**config.mk**
```make
export PLATFORM = sky130hd
export DESIGN_NAME = tam_ctrl
export DESIGN_NICKNAME = d
export VERILOG_FILES = /design/src/rtl/tam_pkg.sv /design/src/rtl/tam_scan.sv /design/src/rtl/tam_pool.sv /design/src/rtl/tam_links.sv /design/src/rtl/tam_ctrl.sv
export SDC_FILE = /design/constraint.sdc
export NUM_CORES = 1
export LEC_CHECK = 0
export ABC_AREA = 1
export BUFFER_PORTS_ARGS = -buffer_cell sky130_fd_sc_hd__clkbuf_2
export CELL_PAD_IN_SITES_DETAIL_PLACEMENT = 1
export CELL_PAD_IN_SITES_GLOBAL_PLACEMENT = 1
export CORE_MARGIN = 10
export CORE_UTILIZATION = 46
export DETAILED_ROUTE_END_ITERATION = 8
export PLACE_DENSITY = 0.88
export SLEW_MARGIN = 20
export SYNTH_ARGS = -nofsm -noshare
export SYNTH_HDL_FRONTEND = slang
export SYNTH_SLANG_ARGS = --single-unit
```
**constraint.sdc**
```tcl
create_clock -name clk -period 6.5 [get_ports clk]
set_clock_uncertainty 0.1 [all_clocks]
set_input_delay 1.3 -clock clk [delete_from_list [all_inputs] [get_ports clk]]
set_output_delay 1.3 -clock clk [all_outputs]
set_load 0.01 [all_outputs]
```
**src/rtl/tam_pkg.sv**
```systemverilog
package tam_pkg;
  typedef enum logic [1:0] {
    K_ALLOC  = 2'd0,
    K_SON    = 2'd1,
    K_FATHER = 2'd2,
    K_RSVD   = 2'd3
  } req_kind_e;
endpackage

```
**src/rtl/tam_scan.sv**
```systemverilog
module tam_scan #(
  parameter int NPROC = 8,
  localparam int PW = (NPROC > 1) ? $clog2(NPROC) : 1
) (
  input  logic          clk,
  input  logic          rst,
  output logic [PW-1:0] ptr
);
  localparam logic [PW-1:0] LAST = PW'(NPROC - 1);

  always_ff @(posedge clk) begin
    if (rst) ptr <= '0;
    else     ptr <= (ptr == LAST) ? '0 : ptr + 1'b1;
  end


  scan_step_chk: assert property (@(posedge clk) disable iff (rst)
    (ptr != LAST) |=> (ptr == $past(ptr) + 1'b1));

  scan_wrap_chk: assert property (@(posedge clk) disable iff (rst)
    (ptr == LAST) |=> (ptr == '0));
endmodule

```
**src/rtl/tam_pool.sv**
```systemverilog
module tam_pool #(
  parameter int NPROC = 8,
  localparam int PW = (NPROC > 1) ? $clog2(NPROC) : 1
) (
  input  logic          clk,
  input  logic          rst,
  input  logic          pop,
  output logic [PW-1:0] head,
  output logic          empty,
  output logic          ready
);
  localparam logic [PW-1:0] LAST = PW'(NPROC - 1);

  logic [PW-1:0] mem [NPROC];
  logic [PW-1:0] wr_ptr, rd_ptr, fill_val;
  logic [PW:0]   count;
  logic          filling;

  always_ff @(posedge clk) begin
    if (filling) mem[wr_ptr] <= fill_val;
  end

  always_ff @(posedge clk) begin
    if (rst) begin
      wr_ptr   <= '0;
      rd_ptr   <= '0;
      count    <= '0;
      fill_val <= PW'(1);
      filling  <= 1'b1;
    end else if (filling) begin
      wr_ptr   <= (wr_ptr == LAST) ? '0 : wr_ptr + 1'b1;
      count    <= count + 1'b1;
      fill_val <= fill_val + 1'b1;
      if (fill_val == LAST) filling <= 1'b0;
    end else if (pop && count != '0) begin
      rd_ptr <= (rd_ptr == LAST) ? '0 : rd_ptr + 1'b1;
      count  <= count - 1'b1;
    end
  end

  assign head  = mem[rd_ptr];
  assign empty = (count == '0);
  assign ready = !filling;


  pool_pop_chk: assert property (@(posedge clk) disable iff (rst)
    pop |-> (!empty && ready));
endmodule

```
**src/rtl/tam_links.sv**
```systemverilog
module tam_links #(
  parameter int NPROC = 8,
  parameter int NSON  = 2,
  localparam int PW = (NPROC > 1) ? $clog2(NPROC) : 1,
  localparam int SW = $clog2(NSON + 1),
  localparam int IW = $clog2(NPROC * NSON)
) (
  input  logic          clk,
  input  logic          rst,
  input  logic          we,
  input  logic [PW-1:0] w_parent,
  input  logic [SW-1:0] w_arg,
  input  logic [PW-1:0] w_child,
  input  logic [PW-1:0] q_proc,
  input  logic [SW-1:0] q_arg,
  output logic          son_valid,
  output logic [PW-1:0] son_num,
  output logic          fath_valid,
  output logic [PW-1:0] fath_num,
  output logic [SW-1:0] fath_pos
);
  logic [PW-1:0]         son_mem  [NPROC*NSON];
  logic [PW-1:0]         fath_mem [NPROC];
  logic [SW-1:0]         pos_mem  [NPROC];
  logic [NPROC*NSON-1:0] son_v;
  logic [NPROC-1:0]      fath_v;
  logic [IW-1:0]         widx, ridx;

  assign widx = IW'(w_parent) * IW'(NSON) + IW'(w_arg - 1'b1);
  assign ridx = IW'(q_proc) * IW'(NSON) + IW'(q_arg - 1'b1);

  always_ff @(posedge clk) begin
    if (we) begin
      son_mem[widx]     <= w_child;
      fath_mem[w_child] <= w_parent;
      pos_mem[w_child]  <= w_arg;
    end
  end

  always_ff @(posedge clk) begin
    if (rst) begin
      son_v  <= '0;
      fath_v <= '0;
    end else if (we) begin
      son_v[widx]    <= 1'b1;
      fath_v[w_child] <= 1'b1;
    end
  end

  assign son_valid  = son_v[ridx];
  assign son_num    = son_mem[ridx];
  assign fath_valid = fath_v[q_proc];
  assign fath_num   = fath_mem[q_proc];
  assign fath_pos   = pos_mem[q_proc];


  link_no_overwrite_chk: assert property (@(posedge clk) disable iff (rst)
    we |-> !son_v[widx]);
endmodule

```
**src/rtl/tam_ctrl.sv**
```systemverilog
module tam_ctrl
  import tam_pkg::*;
#(
  parameter int NPROC = 8,
  parameter int NSON  = 2,
  localparam int PW = (NPROC > 1) ? $clog2(NPROC) : 1,
  localparam int SW = $clog2(NSON + 1)
) (
  input  logic                clk,
  input  logic                rst,
  input  logic [NPROC-1:0]    mb_full,
  input  logic [2*NPROC-1:0]  mb_kind,
  input  logic [NPROC-1:0]    mb_val,
  input  logic [SW*NPROC-1:0] mb_arg,
  output logic [NPROC-1:0]    ack,
  output logic                rsp_err,
  output logic                link_we,
  output logic [PW-1:0]       link_parent,
  output logic [SW-1:0]       link_idx,
  output logic [PW-1:0]       link_child,
  output logic                sens_we,
  output logic [PW-1:0]       sens_proc,
  output logic [SW-1:0]       sens_sel,
  output logic                sens_val
);
  logic [PW-1:0] ptr, head, son_num, fath_num, n_sproc;
  logic [SW-1:0] fath_pos, arg, n_ssel;
  logic          empty, ready, son_valid, fath_valid;
  logic          serve, arg_ok, pop, n_err, n_link, n_sens;
  req_kind_e     kind;

  tam_scan #(.NPROC(NPROC)) scan_i (.clk(clk), .rst(rst), .ptr(ptr));

  tam_pool #(.NPROC(NPROC)) pool_i (
    .clk(clk), .rst(rst), .pop(pop), .head(head), .empty(empty), .ready(ready));

  tam_links #(.NPROC(NPROC), .NSON(NSON)) links_i (
    .clk(clk), .rst(rst), .we(n_link), .w_parent(ptr), .w_arg(arg),
    .w_child(head), .q_proc(ptr), .q_arg(arg), .son_valid(son_valid),
    .son_num(son_num), .fath_valid(fath_valid), .fath_num(fath_num),
    .fath_pos(fath_pos));

  assign serve  = ready && mb_full[ptr];
  assign kind   = req_kind_e'(mb_kind[int'(ptr)*2 +: 2]);
  assign arg    = mb_arg[int'(ptr)*SW +: SW];
  assign arg_ok = (arg != '0) && (int'(arg) <= NSON);
  assign pop    = n_link;

  always_comb begin
    n_err   = 1'b0;
    n_link  = 1'b0;
    n_sens  = 1'b0;
    n_sproc = '0;
    n_ssel  = '0;
    if (serve) begin
      unique case (kind)
        K_ALLOC: begin
          if (!arg_ok)        n_err  = 1'b1;
          else if (son_valid) n_err  = 1'b0;
          else if (empty)     n_err  = 1'b1;
          else                n_link = 1'b1;
        end
        K_SON: begin
          if (!arg_ok || !son_valid) n_err = 1'b1;
          else begin
            n_sens  = 1'b1;
            n_sproc = son_num;
          end
        end
        K_FATHER: begin
          if (!fath_valid) n_err = 1'b1;
          else begin
            n_sens  = 1'b1;
            n_sproc = fath_num;
            n_ssel  = fath_pos;
          end
        end
        default: n_err = 1'b1;
      endcase
    end
  end

  always_ff @(posedge clk) begin
    if (rst) begin
      ack     <= '0;
      rsp_err <= 1'b0;
      link_we <= 1'b0;
      sens_we <= 1'b0;
    end else begin
      ack     <= serve ? (NPROC'(1) << ptr) : '0;
      rsp_err <= n_err;
      link_we <= n_link;
      sens_we <= n_sens;
    end
  end

  always_ff @(posedge clk) begin
    link_parent <= ptr;
    link_idx    <= arg;
    link_child  <= head;
    sens_proc   <= n_sproc;
    sens_sel    <= n_ssel;
    sens_val    <= mb_val[ptr];
  end


  ack_onehot_chk: assert property (@(posedge clk) disable iff (rst)
    $onehot0(ack));

  err_needs_ack_chk: assert property (@(posedge clk) disable iff (rst)
    rsp_err |-> ($countones(ack) == 1));

  err_quiet_chk: assert property (@(posedge clk) disable iff (rst)
    rsp_err |-> (!sens_we && !link_we));

  link_needs_ack_chk: assert property (@(posedge clk) disable iff (rst)
    link_we |-> (ack != '0 && !sens_we));

  sens_needs_ack_chk: assert property (@(posedge clk) disable iff (rst)
    sens_we |-> ($countones(ack) == 1));
endmodule

```
[Word level (Yosys, flattened, before mapping)]
Memory sizes are Yosys's and may differ from the RTL's. A register that Yosys moved wholly into a read port is not among the register bits.
Cells that the tools add are included.
Storage, ports and cells
  flip-flop bits (word level): 64
  output and inout port bits: 25
  RAM bits: 112
  logic and storage cells: 109
  memories: 4
Operators by class
  equal/unequal tests: 6
  shift-type cells: 3
  muxes and demuxes: 42
  add/subtract/negate cells: 8
  reduce and logical (&&, ||, !) cells: 19
  $lt $le $gt $ge: 6
  bitwise logic cells: 4
Memory list
  links_i.son_mem: words 16, width 3, rd ports 1, clocked after Yosys merged registers in 0, wr ports 1, RTL line tam_links.sv:22  | logic [PW-1:0] son_mem [NPROC*NSON];
  links_i.fath_mem: words 8, width 3, rd ports 1, clocked after Yosys merged registers in 1, wr ports 1, RTL line tam_links.sv:23  | logic [PW-1:0] fath_mem [NPROC];
  pool_i.mem: words 8, width 3, rd ports 1, clocked after Yosys merged registers in 1, wr ports 1, RTL line tam_pool.sv:14  | logic [PW-1:0] mem [NPROC];
  links_i.pos_mem: words 8, width 2, rd ports 1, clocked after Yosys merged registers in 1, wr ports 1, RTL line tam_links.sv:24  | logic [SW-1:0] pos_mem [NPROC];
Operator list (number)
  $shiftx A16 B5 Y2: 2
  $mux W1: 24
  $mux W3: 7
  $or A16 B16 Y16: 1
  $add A3 B1 Y3 const B: 4
  $eq A3 B3 Y1 const B: 4
  $bmux W1 S3: 3
  $lt A3 B4 Y1 const B: 2
  $mux W4: 2
  $or A8 B8 Y8: 1
  $shl A1 B3 Y8 const A: 1
  $pmux W3 S2: 1
  $logic_and A1 B1 Y1: 5
  $lt A4 B5 Y1 const B: 1
  $add A4 B1 Y4 const B: 1
  $add A4 B4 Y4: 1
  $bmux W1 S4: 1
  $demux W1 S4: 1
  $ge A4 B1 Y1 const B: 1
  $logic_not A1 Y1: 4
  $logic_not A4 Y1: 1
  $reduce_bool A2 Y1: 2
  $reduce_bool A4 Y1: 1
  $reduce_or A2 Y1: 2
  other kinds (14): 15

[Longest topological paths before layout]
  depth after elaboration: 13
  gate-level depth with buffers: 26

[Cells and area by module]
A second synthesis with hierarchy kept.
Second synthesis, totals
  cell total of the unflattened synthesis: 903
  area total of the unflattened synthesis: 8348.0 sq um
Modules (own cells, without submodules)
  tam_links: area each 4979.8 sq um, times used 1, cells an instance 509
  tam_pool: area each 1858.0 sq um, times used 1, cells an instance 193
  tam_ctrl: area each 1392.6 sq um, times used 1, cells an instance 188
  tam_scan: area each 117.6 sq um, times used 1, cells an instance 13

[Worst setup path before layout]
Ideal clock, no wire load.
  path kind: input to register
  start: in mb_arg[6]
  end: mem links_i.fath_mem[1][0] in the netlist's numbering, enable pin
  slack: 1489 ps
  stages: 24
  arrival time: 4571 ps
  library setup time: 340 ps
  cells stage by stage: inv_1 > nand2_1 > nand3_1 > nand3_2 > nand2_2 > buf_6 > buf_4 > buf_2 > ha_1 > inv_1 > ha_1 > inv_1 > fa_1 > xor2_1 > xor2_1 > nor2_1 > nand2_1 > nand2_2 > nor2_8 > nand2_4 > clkinv_2 > buf_6 > nand2_1 > nor2_1
Between the ends
  word-level cells in the longest chain between the ends: 11
  elaborated cells on any way between the ends: 14
  those cells by class: add/sub (2); order compare (1); shift (1); mux (8); reduce/logical (2)
Ends and longest elaborated chain
  start, declared: RTL line tam_ctrl.sv:14  | input logic [SW*NPROC-1:0] mb_arg,
  $shiftx A16 B5 Y2 (*): RTL line tam_ctrl.sv:45  | assign arg = mb_arg[int'(ptr)*SW +: SW];
  $sub A2 B1 Y3: RTL line tam_links.sv:30  | assign ridx = IW'(q_proc) * IW'(NSON) + IW'(q_arg - 1'b1);
  $add A4 B4 Y4: RTL line tam_links.sv:30
  $bmux W1 S4: RTL line tam_links.sv:50  | assign son_valid = son_v[ridx];
  $mux W1 (not written as such): RTL line tam_links.sv:50
  $mux W1: RTL line tam_ctrl.sv:59  | else if (son_valid) n_err = 1'b0;
  $mux W1 (*): RTL line tam_ctrl.sv:58  | if (!arg_ok) n_err = 1'b1;
  $mux W1 (*): RTL line tam_ctrl.sv:56  | unique case (kind)
  $mux W1 (*): RTL line tam_ctrl.sv:55  | if (serve) begin
  $mux W1 (*): RTL line tam_links.sv:33  | if (we) begin
  $mux W1 (not written as such) (*): RTL line tam_links.sv:35  | fath_mem[w_child] <= w_parent;
  end, declared: RTL line tam_links.sv:23
Every way passes the cells marked *; elsewhere a longest branch is shown, timed or not. The select of a mux whose other input is x is not followed.

[Worst setup path after layout]
  start: reg scan_i.ptr[0]
  end: mem links_i.pos_mem[5][1] in the netlist's numbering, enable pin
Between the ends
  word-level cells in the longest chain between the ends: 11
  elaborated cells on any way between the ends: 19
  those cells by class: add/sub (2); order compare (1); shift (2); mux (10); reduce/logical (4)
Ends and longest elaborated chain
  start, declared: RTL line tam_scan.sv:7  | output logic [PW-1:0] ptr
  start signal, assigned: RTL line tam_scan.sv:13  | else ptr <= (ptr == LAST) ? '0 : ptr + 1'b1;
  $shiftx A16 B5 Y2 (*): RTL line tam_ctrl.sv:45
  named net arg[1]: RTL line tam_ctrl.sv:27  | logic [SW-1:0] fath_pos, arg, n_ssel;
  $sub A2 B1 Y3: RTL line tam_links.sv:30
  $add A4 B4 Y4: RTL line tam_links.sv:30
  $bmux W1 S4: RTL line tam_links.sv:50
  $mux W1 (not written as such): RTL line tam_links.sv:50
  $mux W1: RTL line tam_ctrl.sv:59
  $mux W1 (*): RTL line tam_ctrl.sv:58
  $mux W1 (*): RTL line tam_ctrl.sv:56
  $mux W1 (*): RTL line tam_ctrl.sv:55
  $mux W1 (*): RTL line tam_links.sv:33
  $mux W1 (not written as such) (*): RTL line tam_links.sv:36  | pos_mem[w_child] <= w_arg;
  end, declared: RTL line tam_links.sv:24
Mark *: on every way through the listed nets, which the timed path passes. The rest lies on a longest branch. The select of a mux whose other input is x is not followed.

==> qor.csv <==
stage,metric,value,unit
layout,mostFrequentLayoutCell,nand2_1,
layout,area_growth,14.42,%
power_and_ir_drop,cellLeakagePower,0.003866,uW
synth,synthDominantCellAreaShare,41.60,%
setup_path,path_common_cell,inv_1,
die,core,0.01724,mm^2
die,die_width,152.6,um
sta,maxSlewViolCount,0,
sta,grt_setup_unrepaired,false,
detailed_routing,drt_iter0_drc,383,
detailed_routing,avgViaCountPerCell,5.340,
synth,synth_top_cell_by_area,edfxtp_1,
global_routing,grt_use_met2,32.51,%
synth,syn_inst,889,
synth,syn-num-nets,960,
synth,synth_cell_types,36,
layout,layout-drive-gt1-share,13.44,%
synth,synth_area_leaders,"edfxtp_1 (42%), dfxtp_1 (17%), nand2_1 (8.1%), nor2_1 (7.3%), o21ai_0 (5.4%)",
power_and_ir_drop,power.total,2959,uW
sta,whs,0.3596,ns
global_routing,met3_usage,3.782,%
die,start_util,46.90,%
synth,synth-simple-area-share,18.63,%
sta,hold_viol_final,0,
clocking,clk_pin_slew,0.07,ns
setup_path,slowest_stage,inv_2,
detailed_routing,antenna_left,0,
setup_path,crit_chain,inv_2 > o21ai_0 > o22ai_1 > inv_1 > o21ai_0 > buf_4 > inv_1 > ha_1 > inv_1 > ha_1 > inv_1 > fa_1 > xor2_1 > xor2_1 > nor2_1 > nand2_1 > nand2_2 > nor2_8 > nand2_4 > clkinv_2 > nand2_1 > nor2_1,
clocking,cts_hold_buf,0,
clocking,cts_max_level,4,
layout,finalNetCount,1025,
clocking,clk_latency,0.45,ns
die,die-area,0.02328,mm^2
synth,syn_area_per_cell,9.093,um^2
detailed_routing,num_vias,6365,
setup_path,cp_data_arrival_time,5.50,ns
sta,relSlewSlack,45.05,%
layout,multi_input_area,0.002798,mm^2
detailed_routing,drc_errors,0,
synth,synth_top_family_by_area,simple AND/OR/NAND/NOR gates,
sta,tightest_slew,0.8231,ns
setup_path,criticalPathCategory,reg -> reg,
global_routing,grt_pass1_vias,6727,
clocking,cts-root-buf,clkbuf_16,
placement,place.port_buffers,74,
global_routing,overflow,0,
setup_path,crit_required,6.49,ns
global_routing,use_met1,22.71,%
setup_path,critical_path.max_fanout,50,
power_and_ir_drop,p_per_area,319.8,mW/mm^2
sta,post-route-min-period,5.513,ns
setup_path,critPathMaxStageDelay,0.62,ns
status,status,"finished, final reports clean",
global_routing,track_usage,18.77,%
synth,synthAdderAreaFrac,3.436,%
global_routing,grt_max_degree,51,
clocking,cts_sinks,181,
flow_run,drv_cap,0,
synth,ys_seq_area_share,58.69,%
synth,synth_compound_area_share,12.00,%
hold_path,hp-class,reg -> reg,
synth,synth-seq-cells,181,
layout,fillers,2010,
detailed_routing,wl,22010,um
detailed_routing,wl_per_cell,18.46,um
global_routing,grt_pass1_wl,35580,um
setup_path,cp-start-kind,register,
clocking,cts_tree,done,
detailed_routing,firstDrtPassIters,5,
global_routing,busiest_layer,met2,
layout,antenna_cells,0,
synth,synthMuxAreaShare,0,%
sta,fmax,181.4,MHz
clocking,cts_made_buffers,17,
layout,area.sequential,0.004746,mm^2
die,io_pins,75,
sta,final-setup-viol-count,0,
synth,synth_xor_area_share,0.5417,%
sta,finalSetupTns,0,ns
clocking,cts.repair.resized,0,
clocking,cts.path.max_buffers,2,
global_routing,antenna_found_initial,0,
layout,final_cell_mix,"nand2_1 (175), nor2_1 (158), edfxtp_1 (112), inv_1 (92), o21ai_0 (86)",
synth,netlist_area,0.008084,mm^2
synth,ys_warn_count,0,
placement,dpl.hpwl,14650,um
sta,finalCritPeriodShare,84.82,%
clocking,cts_setup_buffers,0,
setup_path,cp-end-kind,register,
power_and_ir_drop,peakVddDrop,0.0002166,V
die,die_h,152.6,um
die,row_count,48,
placement,gp_congestion,0.7862,
==> critical path, delay by kind of cell (launching register included) <==
| family | cells | cell delay (ns) |
|---|---|---|
| AO/OA/AOI/OAI | 3 | 0.52 |
| XOR/XNOR | 2 | 0.43 |
| adder cells (fa/ha/maj) | 3 | 0.83 |
| buffers and inverters | 7 | 1.37 |
| flip-flops | 1 | 0.40 |
| AND/OR/NAND/NOR | 7 | 1.47 |
==> final cells by class <==
class                           instances  share of cell area [%]
Clock buffer                           21                   5.559
Sequential cell                       181                   51.31
Multi-Input combinational cell        574                   30.24
Tap cell                              225                   3.043
Clock inverter                         11                   1.082
Timing Repair Buffer                   85                   4.897
Inverter                               95                   3.869
==> synthesized netlist by cell type <==
cell        n
a21boi_0    1
a21oi_1    45
a31oi_1     1
buf_1       3
buf_2       9
buf_4       1
buf_6       3
clkbuf_1   23
clkinv_2    1
dfxtp_1    69
edfxtp_1  112
fa_1        2
ha_1       19
inv_1      92
inv_2       2
nand2_1   175
nand2_2     3
nand2_4     1
nand3_1    22
nand3_2     2
nand3_4     1
nand3b_1    1
nand4_1     6
nor2_1    158
nor2_8      1
o211ai_1   10
o21ai_0    88
o21ai_1     2
o21bai_1    3
o221ai_1    2
o22ai_1    18
o32ai_1     6
or2_2       1
or4_1       1
xnor2_1     1
xor2_1      4
==> flip-flops by register name, summed over array words and instances (netlist names), named ones only <==
register,count
pool_i.fill_val,3
pool_i.filling,1
scan_i.ptr,3
links_i.fath_v,8
sens_proc,3
link_idx,2
rsp_err,1
link_we,1
ack,8
pool_i.rd_ptr,3
links_i.fath_mem,24
sens_sel,2
links_i.son_v,16
link_parent,3
link_child,3
sens_val,1
sens_we,1
links_i.pos_mem,16
links_i.son_mem,48
pool_i.wr_ptr,3
pool_i.count,4
pool_i.mem,24
==> cell families (layout without fill, tap and decap cells) <==
group,count (synthesis),in the layout
AO/OA/AOI/OAI,176,176
XOR/XNOR,5,5
adder cells (fa/ha/maj),21,21
buffers and inverters,134,212
flip-flops,181,181
AND/OR/NAND/NOR,372,372
==> path summary, 6_finish.rpt <==
check                                       start  slack [ns]               endpoint  cells after the start
worst max register to register      scan_i.ptr[0]        0.99  links_i.pos_mem[5][1]                     22
worst min register to register  links_i.fath_v[0]        0.36      links_i.fath_v[0]                      2
worst min-delay path            links_i.fath_v[0]        0.36      links_i.fath_v[0]                      2
worst max-delay path                scan_i.ptr[0]        0.99  links_i.pos_mem[5][1]                     22
==> routing by layer <==
layer / vias to the layer above / share of wire [%] / wire length, um
met3: 26 / 4.3 / 938
met4: 0 / 1.5 / 328
met1: 3116 / 43 / 9477
met2: 145 / 51 / 11270
li1: 3078 / - / -
met5: - / 0 / 0
==> report_power, final <==
part | switching, uW | leakage (uW) | internal (uW)
clock | 476 | 0.000308 | 582
sequential | 33.3 | 0.00158 | 1300
combinational | 410 | 0.00198 | 158
total | 919 | 0.00387 | 2040
==> metrics by stage <==
stage | setup WS (ns) | util, % | instance area [um^2] | std cells
after global placement | 1.086 | 50.10 | 8636 | 1160
after global routing | 0.4660 | 53.67 | 9250 | 1192
after floorplan | 1.489 | - | 8084 | 889
after CTS | 1.010 | 53.67 | 9250 | 1192
final | 0.9870 | 53.67 | 9250 | 1192
after detailed placement | 0.7826 | 50.10 | 8636 | 1160
(Power assumes the default switching activity.)
